**config.mk**
```make
export PLATFORM = sky130hd
export DESIGN_NAME = uart_dir_tx
export DESIGN_NICKNAME = d
export VERILOG_FILES = /design/src/rtl/uart_dir_pkg.sv /design/src/rtl/uart_dir_regs.sv /design/src/rtl/uart_dir_baud.sv /design/src/rtl/uart_dir_txfsm.sv /design/src/rtl/uart_dir_tx.sv
export SDC_FILE = /design/constraint.sdc
export NUM_CORES = 1
export LEC_CHECK = 0
export BUFFER_PORTS_ARGS = -buffer_cell sky130_fd_sc_hd__buf_2
export CAP_MARGIN = 40
export CORE_ASPECT_RATIO = 0.75
export CORE_UTILIZATION = 55
export DETAILED_ROUTE_END_ITERATION = 16
export MAX_ROUTING_LAYER = met4
export PLACE_DENSITY_LB_ADDON = 0.25
export SLEW_MARGIN = 15
export SYNTH_ARGS = -nofsm -noshare
export SYNTH_HDL_FRONTEND = slang
export SYNTH_SLANG_ARGS = --single-unit
```
**constraint.sdc**
```tcl
create_clock -name clk -period 8.2 [get_ports clk]
set_input_delay 0.41 -clock clk [delete_from_list [all_inputs] [get_ports clk]]
set_output_delay 0.41 -clock clk [all_outputs]
set_load 0.03 [all_outputs]
```
**src/rtl/uart_dir_pkg.sv**
```systemverilog
package uart_dir_pkg;
    localparam int ADDR_W = 6;
    localparam int BYTE_W = 8;

    localparam logic [ADDR_W-1:0] A_THR  = 6'h00;
    localparam logic [ADDR_W-1:0] A_CTRL = 6'h01;
    localparam logic [ADDR_W-1:0] A_DIVL = 6'h02;
    localparam logic [ADDR_W-1:0] A_DIVH = 6'h03;
    localparam logic [ADDR_W-1:0] A_STAT = 6'h04;
    localparam logic [ADDR_W-1:0] A_MODE = 6'h20;

    localparam int CTRL_OS13_BIT = 0;
    localparam int CTRL_MAN_BIT  = 1;
    localparam int MODE_POL_BIT  = 3;
    localparam int MODE_EN_BIT   = 4;

    typedef enum logic [1:0] {
        TX_IDLE  = 2'd0,
        TX_LEAD  = 2'd1,
        TX_SHIFT = 2'd2,
        TX_HOLD  = 2'd3
    } tx_state_e;
endpackage

```
**src/rtl/uart_dir_regs.sv**
```systemverilog
module uart_dir_regs
    import uart_dir_pkg::*;
(
    input  logic              clk,
    input  logic              rst_n,
    input  logic              wr,
    input  logic [ADDR_W-1:0] addr,
    input  logic [BYTE_W-1:0] wdata,
    output logic [BYTE_W-1:0] rdata,
    input  logic              tx_empty,
    output logic              thr_wr,
    output logic [BYTE_W-1:0] thr_wdata,
    output logic [2*BYTE_W-1:0] div,
    output logic              os13,
    output logic              man_rts,
    output logic              dir_en,
    output logic              dir_pol
);
    typedef struct packed {
        logic [BYTE_W-1:0] ctrl;
        logic [BYTE_W-1:0] div_lo;
        logic [BYTE_W-1:0] div_hi;
        logic [BYTE_W-1:0] mode;
    } regs_t;

    regs_t r_d, r_q;

    always_comb begin
        r_d = r_q;
        if (wr) begin
            case (addr)
                A_CTRL:  r_d.ctrl   = wdata;
                A_DIVL:  r_d.div_lo = wdata;
                A_DIVH:  r_d.div_hi = wdata;
                A_MODE:  r_d.mode   = wdata;
                default: ;
            endcase
        end
    end

    always_ff @(posedge clk or negedge rst_n) begin
        if (!rst_n) r_q <= '0;
        else        r_q <= r_d;
    end

    always_comb begin
        case (addr)
            A_CTRL:  rdata = r_q.ctrl;
            A_DIVL:  rdata = r_q.div_lo;
            A_DIVH:  rdata = r_q.div_hi;
            A_STAT:  rdata = {{(BYTE_W-1){1'b0}}, tx_empty};
            A_MODE:  rdata = r_q.mode;
            default: rdata = '0;
        endcase
    end

    assign thr_wr    = wr && (addr == A_THR);
    assign thr_wdata = wdata;
    assign div       = {r_q.div_hi, r_q.div_lo};
    assign os13      = r_q.ctrl[CTRL_OS13_BIT];
    assign man_rts   = r_q.ctrl[CTRL_MAN_BIT];
    assign dir_en    = r_q.mode[MODE_EN_BIT];
    assign dir_pol   = r_q.mode[MODE_POL_BIT];
endmodule

```
**src/rtl/uart_dir_baud.sv**
```systemverilog
module uart_dir_baud #(
    parameter int DIV_W = 16,
    parameter int OS_HI = 16,
    parameter int OS_LO = 13
) (
    input  logic             clk,
    input  logic             rst_n,
    input  logic [DIV_W-1:0] div,
    input  logic             os13,
    input  logic             restart,
    output logic             tick
);
    localparam int CNT_W = DIV_W + $clog2(OS_HI + 1);

    logic [CNT_W-1:0] cnt_d, cnt_q;
    logic [CNT_W-1:0] period;
    logic             div_nz;
    logic             at_end;

    always_comb begin
        period = {{(CNT_W-DIV_W){1'b0}}, div} * (os13 ? CNT_W'(OS_LO) : CNT_W'(OS_HI));
        div_nz = (div != '0);
        at_end = div_nz && (cnt_q >= period - CNT_W'(1));
        tick   = at_end && !restart;
        if (restart || !div_nz || at_end) cnt_d = '0;
        else                              cnt_d = cnt_q + CNT_W'(1);
    end

    always_ff @(posedge clk or negedge rst_n) begin
        if (!rst_n) cnt_q <= '0;
        else        cnt_q <= cnt_d;
    end
endmodule

```
**src/rtl/uart_dir_txfsm.sv**
```systemverilog
module uart_dir_txfsm
    import uart_dir_pkg::*;
#(
    parameter int DATA_BITS = 8,
    parameter int LEAD_BITS = 1,
    parameter int HOLD_BITS = 3
) (
    input  logic                 clk,
    input  logic                 rst_n,
    input  logic                 thr_wr,
    input  logic [DATA_BITS-1:0] thr_wdata,
    input  logic                 tick,
    input  logic                 div_nz,
    output logic                 restart,
    output tx_state_e            state,
    output logic                 thr_full,
    output logic [DATA_BITS-1:0] thr_data,
    output logic                 tx,
    output logic                 busy,
    output logic                 tx_empty
);
    localparam int FRAME   = DATA_BITS + 2;
    localparam int BC_W    = $clog2(FRAME);
    localparam int GAP_MAX = (LEAD_BITS > HOLD_BITS) ? LEAD_BITS : HOLD_BITS;
    localparam int GC_W    = $clog2(GAP_MAX + 1);

    typedef struct packed {
        tx_state_e            st;
        logic                 full;
        logic [DATA_BITS-1:0] hold;
        logic [FRAME-1:0]     sh;
        logic [BC_W-1:0]      bitcnt;
        logic [GC_W-1:0]      gapcnt;
    } fsm_t;

    fsm_t s_d, s_q;

    always_comb begin
        restart = s_q.full && ((s_q.st == TX_IDLE && div_nz) || s_q.st == TX_HOLD);
    end

    always_comb begin
        s_d = s_q;
        if (thr_wr && !s_q.full) begin
            s_d.full = 1'b1;
            s_d.hold = thr_wdata;
        end
        case (s_q.st)
            TX_IDLE: begin
                if (restart) begin
                    s_d.st     = TX_LEAD;
                    s_d.gapcnt = '0;
                end
            end
            TX_LEAD: begin
                if (tick) begin
                    if (s_q.gapcnt == GC_W'(LEAD_BITS - 1)) begin
                        s_d.st     = TX_SHIFT;
                        s_d.sh     = {1'b1, s_q.hold, 1'b0};
                        s_d.full   = 1'b0;
                        s_d.bitcnt = '0;
                    end else begin
                        s_d.gapcnt = s_q.gapcnt + GC_W'(1);
                    end
                end
            end
            TX_SHIFT: begin
                if (tick) begin
                    if (s_q.bitcnt == BC_W'(FRAME - 1)) begin
                        s_d.st     = TX_HOLD;
                        s_d.gapcnt = '0;
                    end else begin
                        s_d.sh     = {1'b1, s_q.sh[FRAME-1:1]};
                        s_d.bitcnt = s_q.bitcnt + BC_W'(1);
                    end
                end
            end
            TX_HOLD: begin
                if (restart) begin
                    s_d.st     = TX_LEAD;
                    s_d.gapcnt = '0;
                end else if (tick) begin
                    if (s_q.gapcnt == GC_W'(HOLD_BITS - 1)) s_d.st = TX_IDLE;
                    else s_d.gapcnt = s_q.gapcnt + GC_W'(1);
                end
            end
            default: s_d.st = TX_IDLE;
        endcase
    end

    always_ff @(posedge clk or negedge rst_n) begin
        if (!rst_n) begin
            s_q    <= '0;
            s_q.st <= TX_IDLE;
            s_q.sh <= '1;
        end else begin
            s_q <= s_d;
        end
    end

    assign state    = s_q.st;
    assign thr_full = s_q.full;
    assign thr_data = s_q.hold;
    assign tx       = (s_q.st == TX_SHIFT) ? s_q.sh[0] : 1'b1;
    assign busy     = (s_q.st != TX_IDLE);
    assign tx_empty = !s_q.full && (s_q.st == TX_IDLE || s_q.st == TX_HOLD);
endmodule

```
**src/rtl/uart_dir_tx.sv**
```systemverilog
module uart_dir_tx
    import uart_dir_pkg::*;
#(
    parameter int LEAD_BITS = 1,
    parameter int HOLD_BITS = 3
) (
    input  logic              clk,
    input  logic              rst_n,
    input  logic              reg_wr,
    input  logic [ADDR_W-1:0] reg_addr,
    input  logic [BYTE_W-1:0] reg_wdata,
    output logic [BYTE_W-1:0] reg_rdata,
    output logic              tx,
    output logic              rts
);
    localparam int DIV_W = 2 * BYTE_W;

    logic              thr_wr;
    logic [BYTE_W-1:0] thr_wdata;
    logic [DIV_W-1:0]  div;
    logic              os13, man_rts, dir_en, dir_pol;
    logic              tick, restart, thr_full, busy, tx_empty;
    logic [BYTE_W-1:0] thr_data;
    tx_state_e         st;

    uart_dir_regs u_regs (
        .clk(clk), .rst_n(rst_n), .wr(reg_wr), .addr(reg_addr), .wdata(reg_wdata),
        .rdata(reg_rdata), .tx_empty(tx_empty), .thr_wr(thr_wr), .thr_wdata(thr_wdata),
        .div(div), .os13(os13), .man_rts(man_rts), .dir_en(dir_en), .dir_pol(dir_pol)
    );

    uart_dir_baud #(.DIV_W(DIV_W)) u_baud (
        .clk(clk), .rst_n(rst_n), .div(div), .os13(os13), .restart(restart), .tick(tick)
    );

    uart_dir_txfsm #(
        .DATA_BITS(BYTE_W), .LEAD_BITS(LEAD_BITS), .HOLD_BITS(HOLD_BITS)
    ) u_fsm (
        .clk(clk), .rst_n(rst_n), .thr_wr(thr_wr), .thr_wdata(thr_wdata), .tick(tick),
        .div_nz(div != '0), .restart(restart), .state(st), .thr_full(thr_full),
        .thr_data(thr_data), .tx(tx), .busy(busy), .tx_empty(tx_empty)
    );

    always_comb begin
        if (dir_en) rts = busy ? dir_pol : !dir_pol;
        else        rts = man_rts;
    end
endmodule

```
==> run summary <==
Critical Path Start Type: flop
post-route setup TNS: 0 ns
Post-Syn Instances: 646
Die ar.: 0.0119 mm²
power share of the clock group: 23.0%
final antenna-violating net count: 0
critical path fanouts, max: 24
Peak supply drop: 0.223 mV
Multi-input gate area: 0.00399 mm²
P_sw: 0.000698 W
WP data required: 8.42 ns
CP endpoint kind: flop
Cell Area, Synth: 0.00632 mm²
slew margin rel.: 46.1%
post-CTS sizing: 0
EDFF count, synth: 0
minimum clock period: 7.08 ns
FP Rows: 33
CP Class: flop to flop
DR vias: 4,692
CTS H-Tree Depth: 3
WP data arrival: 7.30 ns
Final Total Pwr: 0.00170 W
1st-pass router iterations: 5
diode count: 0
sequential share of power: 27.0%
worst flop-to-flop path startpoint: u_regs.os13$_DFFE_PN0P_
Overflow after GRT: 0
Switching Share: 41.0%
P_leak: 3.45 nW
syn_area_per_cell: 9.78 µm²
Final Hold Fails: 0
share of layout cells above drive strength 1: 16.5%
DR WL/cell: 15.9 µm
slowest cell delay on critical path: 0.66 ns
Logic pwr share: 50.0%
Final Setup Violations: 0
TritonCTS Buffers: 9
DRC: 0
Total GRT Usage: 23.9%
Initial Utilization: 57.1%
Synth Register Bits: 79
global-route wire length before repair: 21,800 µm
CP bufs+invs: 6
outcome: finished clean
clock tree sinks: 79
vias in the first global route: 4,493
Ys Warns: 0
Filler Cells Inserted: 936
Final nets: 790
Int Power: 0.00100 W
max_cap viols: 0
area grow syn2layout: 9.15%
design area: 0.00690 mm²
max-slew violation count: 0
Least-Margin Pin Slew: 0.806 ns
initial DRC count: 288
PortBufs: 26
predominant post-synthesis flop cell: dfrtp_1
Slowest cell on crit path: dfrtp_1
Max Fclk: 141 MHz
Reg clk slew, reported paths: 0.07 ns
Die H: 94.8 µm
Seq/Total Area, Yosys: 31.5%
Max Buffers Root-to-Sink: 2
Placer Congestion: 0.811
Final Cycle Share: 86.3%
Top delay family on crit path: compound AO/OA/AOI/OAI gates
most frequent cells in the layout: inv_1, ha_1, dfrtp_1
asr flop ratio synth: 100%
CTS tree: yes
Post-Route WL: 13,000 µm
die width: 126 µm
largest net degree at the start of global routing: 47
Vias/cell: 5.73
setup repair bufs after CTS: 0
Most Frequent Cell on Critical Path: inv_1
# IOs: 27
Reg2Reg Depth: 25
Hold Crit Class: primary input to async pin
total core area: 0.0111 mm²
FF+latch area: 0.00199 mm²
Placed Area: 0.00661 mm²
Worst Skew: 0.0109 ns
Pwr Density: 247 mW/mm²
worst reg-to-reg setup slack: 1.12 ns
worst hold slack: 0.00772 ns
Post-CTS Hold Buffers: 0
initial antenna violation count: 0
most common cell after layout, fill and taps aside: inv_1
worst skew pair latency: 0.34 ns
worst flop-to-flop path endpoint: u_fsm.s_q[2]$_DFFE_PN0P_
Yosys cell types: 59
Post-DP HPWL: 10,300 µm
root buffer cell: clkbuf_16
syn_nets: 762
setup repair after global routing missed its margin: false
final cells by class:
type | instances | share of cell area, %
Multi-Input combinational cell | 481 | 57.9
Sequential cell | 79 | 28.8
Inverter | 73 | 3.97
Clock buffer | 10 | 3.46
Timing Repair Buffer | 30 | 2.56
Tap cell | 140 | 2.54
Clock inverter | 6 | 0.762
Yosys cell counts (3+ instances only):
master,instances,area share (%)
inv_1,73,4.3
ha_1,71,14
dfrtp_1,70,28
nor2_1,59,3.5
nand2_1,47,2.8
mux2_2,40,7.1
a21oi_1,32,2.5
fa_1,28,8.9
nand3_1,24,1.9
xnor2_1,18,2.5
xor2_1,18,2.5
and2_1,14,1.4
a21o_1,13,1.5
o21ai_0,13,1.0
clkbuf_1,10,0.59
dfstp_2,9,3.7
mux2i_1,9,1.4
a21oi_2,8,1.1
nor3_1,8,0.63
a222oi_1,7,1.1
nor4_1,7,0.69
nor2b_1,6,0.59
nand4_1,5,0.49
a31oi_1,4,0.40
and3_1,4,0.40
nand3b_1,4,0.48
a211oi_1,3,0.36
nand2b_1,3,0.30
or3_1,3,0.30
cells by family after synthesis:
| group | synth area share, % |
|---|---|
| and+or+nand+nor | 15.0 |
| adders and majority gates | 22.9 |
| DFF | 31.5 |
| muxes | 8.97 |
| buffers and inverters | 5.37 |
| xor gates and xnor gates | 4.99 |
| AOI/OAI and AO/OA | 11.3 |
registers in the layout, summed over array words and instances, names as in the netlist, named ones only:
register and count:
u_fsm.s_q 15, u_regs.os13 1, u_fsm.thr_full 1, u_baud.cnt_q 21, u_regs.dir_en 1, u_fsm.thr_data 8
u_regs.div 16, u_regs.man_rts 1, u_regs.dir_pol 1, u_regs.r_q 12, u_fsm.state 1
stage by stage:
stage          setup slack [ns]  utilization (%)  instances
2_1_floorplan              2.12                -        646
3_3_place_gp               1.27             59.4        800
3_5_place_dp               1.31             59.7        803
4_1_cts                    1.15             62.3        819
5_1_grt                   0.555             62.3        819
6_report                   1.12             62.3        819
metal layers:
metal | vias up | share of wire, % | GRT usage [%]
met3 | 14 | 4.1 | 4.53
met4 | 0 | 0.96 | 5.52
met5 | - | 0 | -
met2 | 90 | 46 | 37.1
li1 | 2297 | - | -
met1 | 2291 | 48 | 32.7
power by group through the flow:
| stage | registers (W) | clock network [W] | logic (W) |
|---|---|---|---|
| 2_1_floorplan | 0.000451 | 0 | 0.000681 |
| 3_3_place_gp | 0.000463 | 0 | 0.000814 |
| 3_5_place_dp | 0.000465 | 0 | 0.000850 |
| 4_1_cts | 0.000459 | 0.000401 | 0.000857 |
| 5_1_grt | 0.000465 | 0.000417 | 0.000975 |
| 6_report | 0.000459 | 0.000392 | 0.000851 |
how the worst max path moves through the flow:
stage | from | end | depth (start not counted)
6_report | u_regs.os13$_DFFE_PN0P_ | u_fsm.s_q[2]$_DFFE_PN0P_ | 25
5_1_grt | u_regs.os13$_DFFE_PN0P_ | u_fsm.s_q[2]$_DFFE_PN0P_ | 25
4_1_cts | u_regs.os13$_DFFE_PN0P_ | u_fsm.s_q[2]$_DFFE_PN0P_ | 25
3_5_place_dp | u_regs.os13$_DFFE_PN0P_ | u_fsm.s_q[2]$_DFFE_PN0P_ | 25
3_3_place_gp | u_regs.os13$_DFFE_PN0P_ | u_fsm.s_q[2]$_DFFE_PN0P_ | 24
2_1_floorplan | u_regs.os13$_DFFE_PN0P_ | flop | 26
Note: power is estimated with default switching activity, not from simulation.
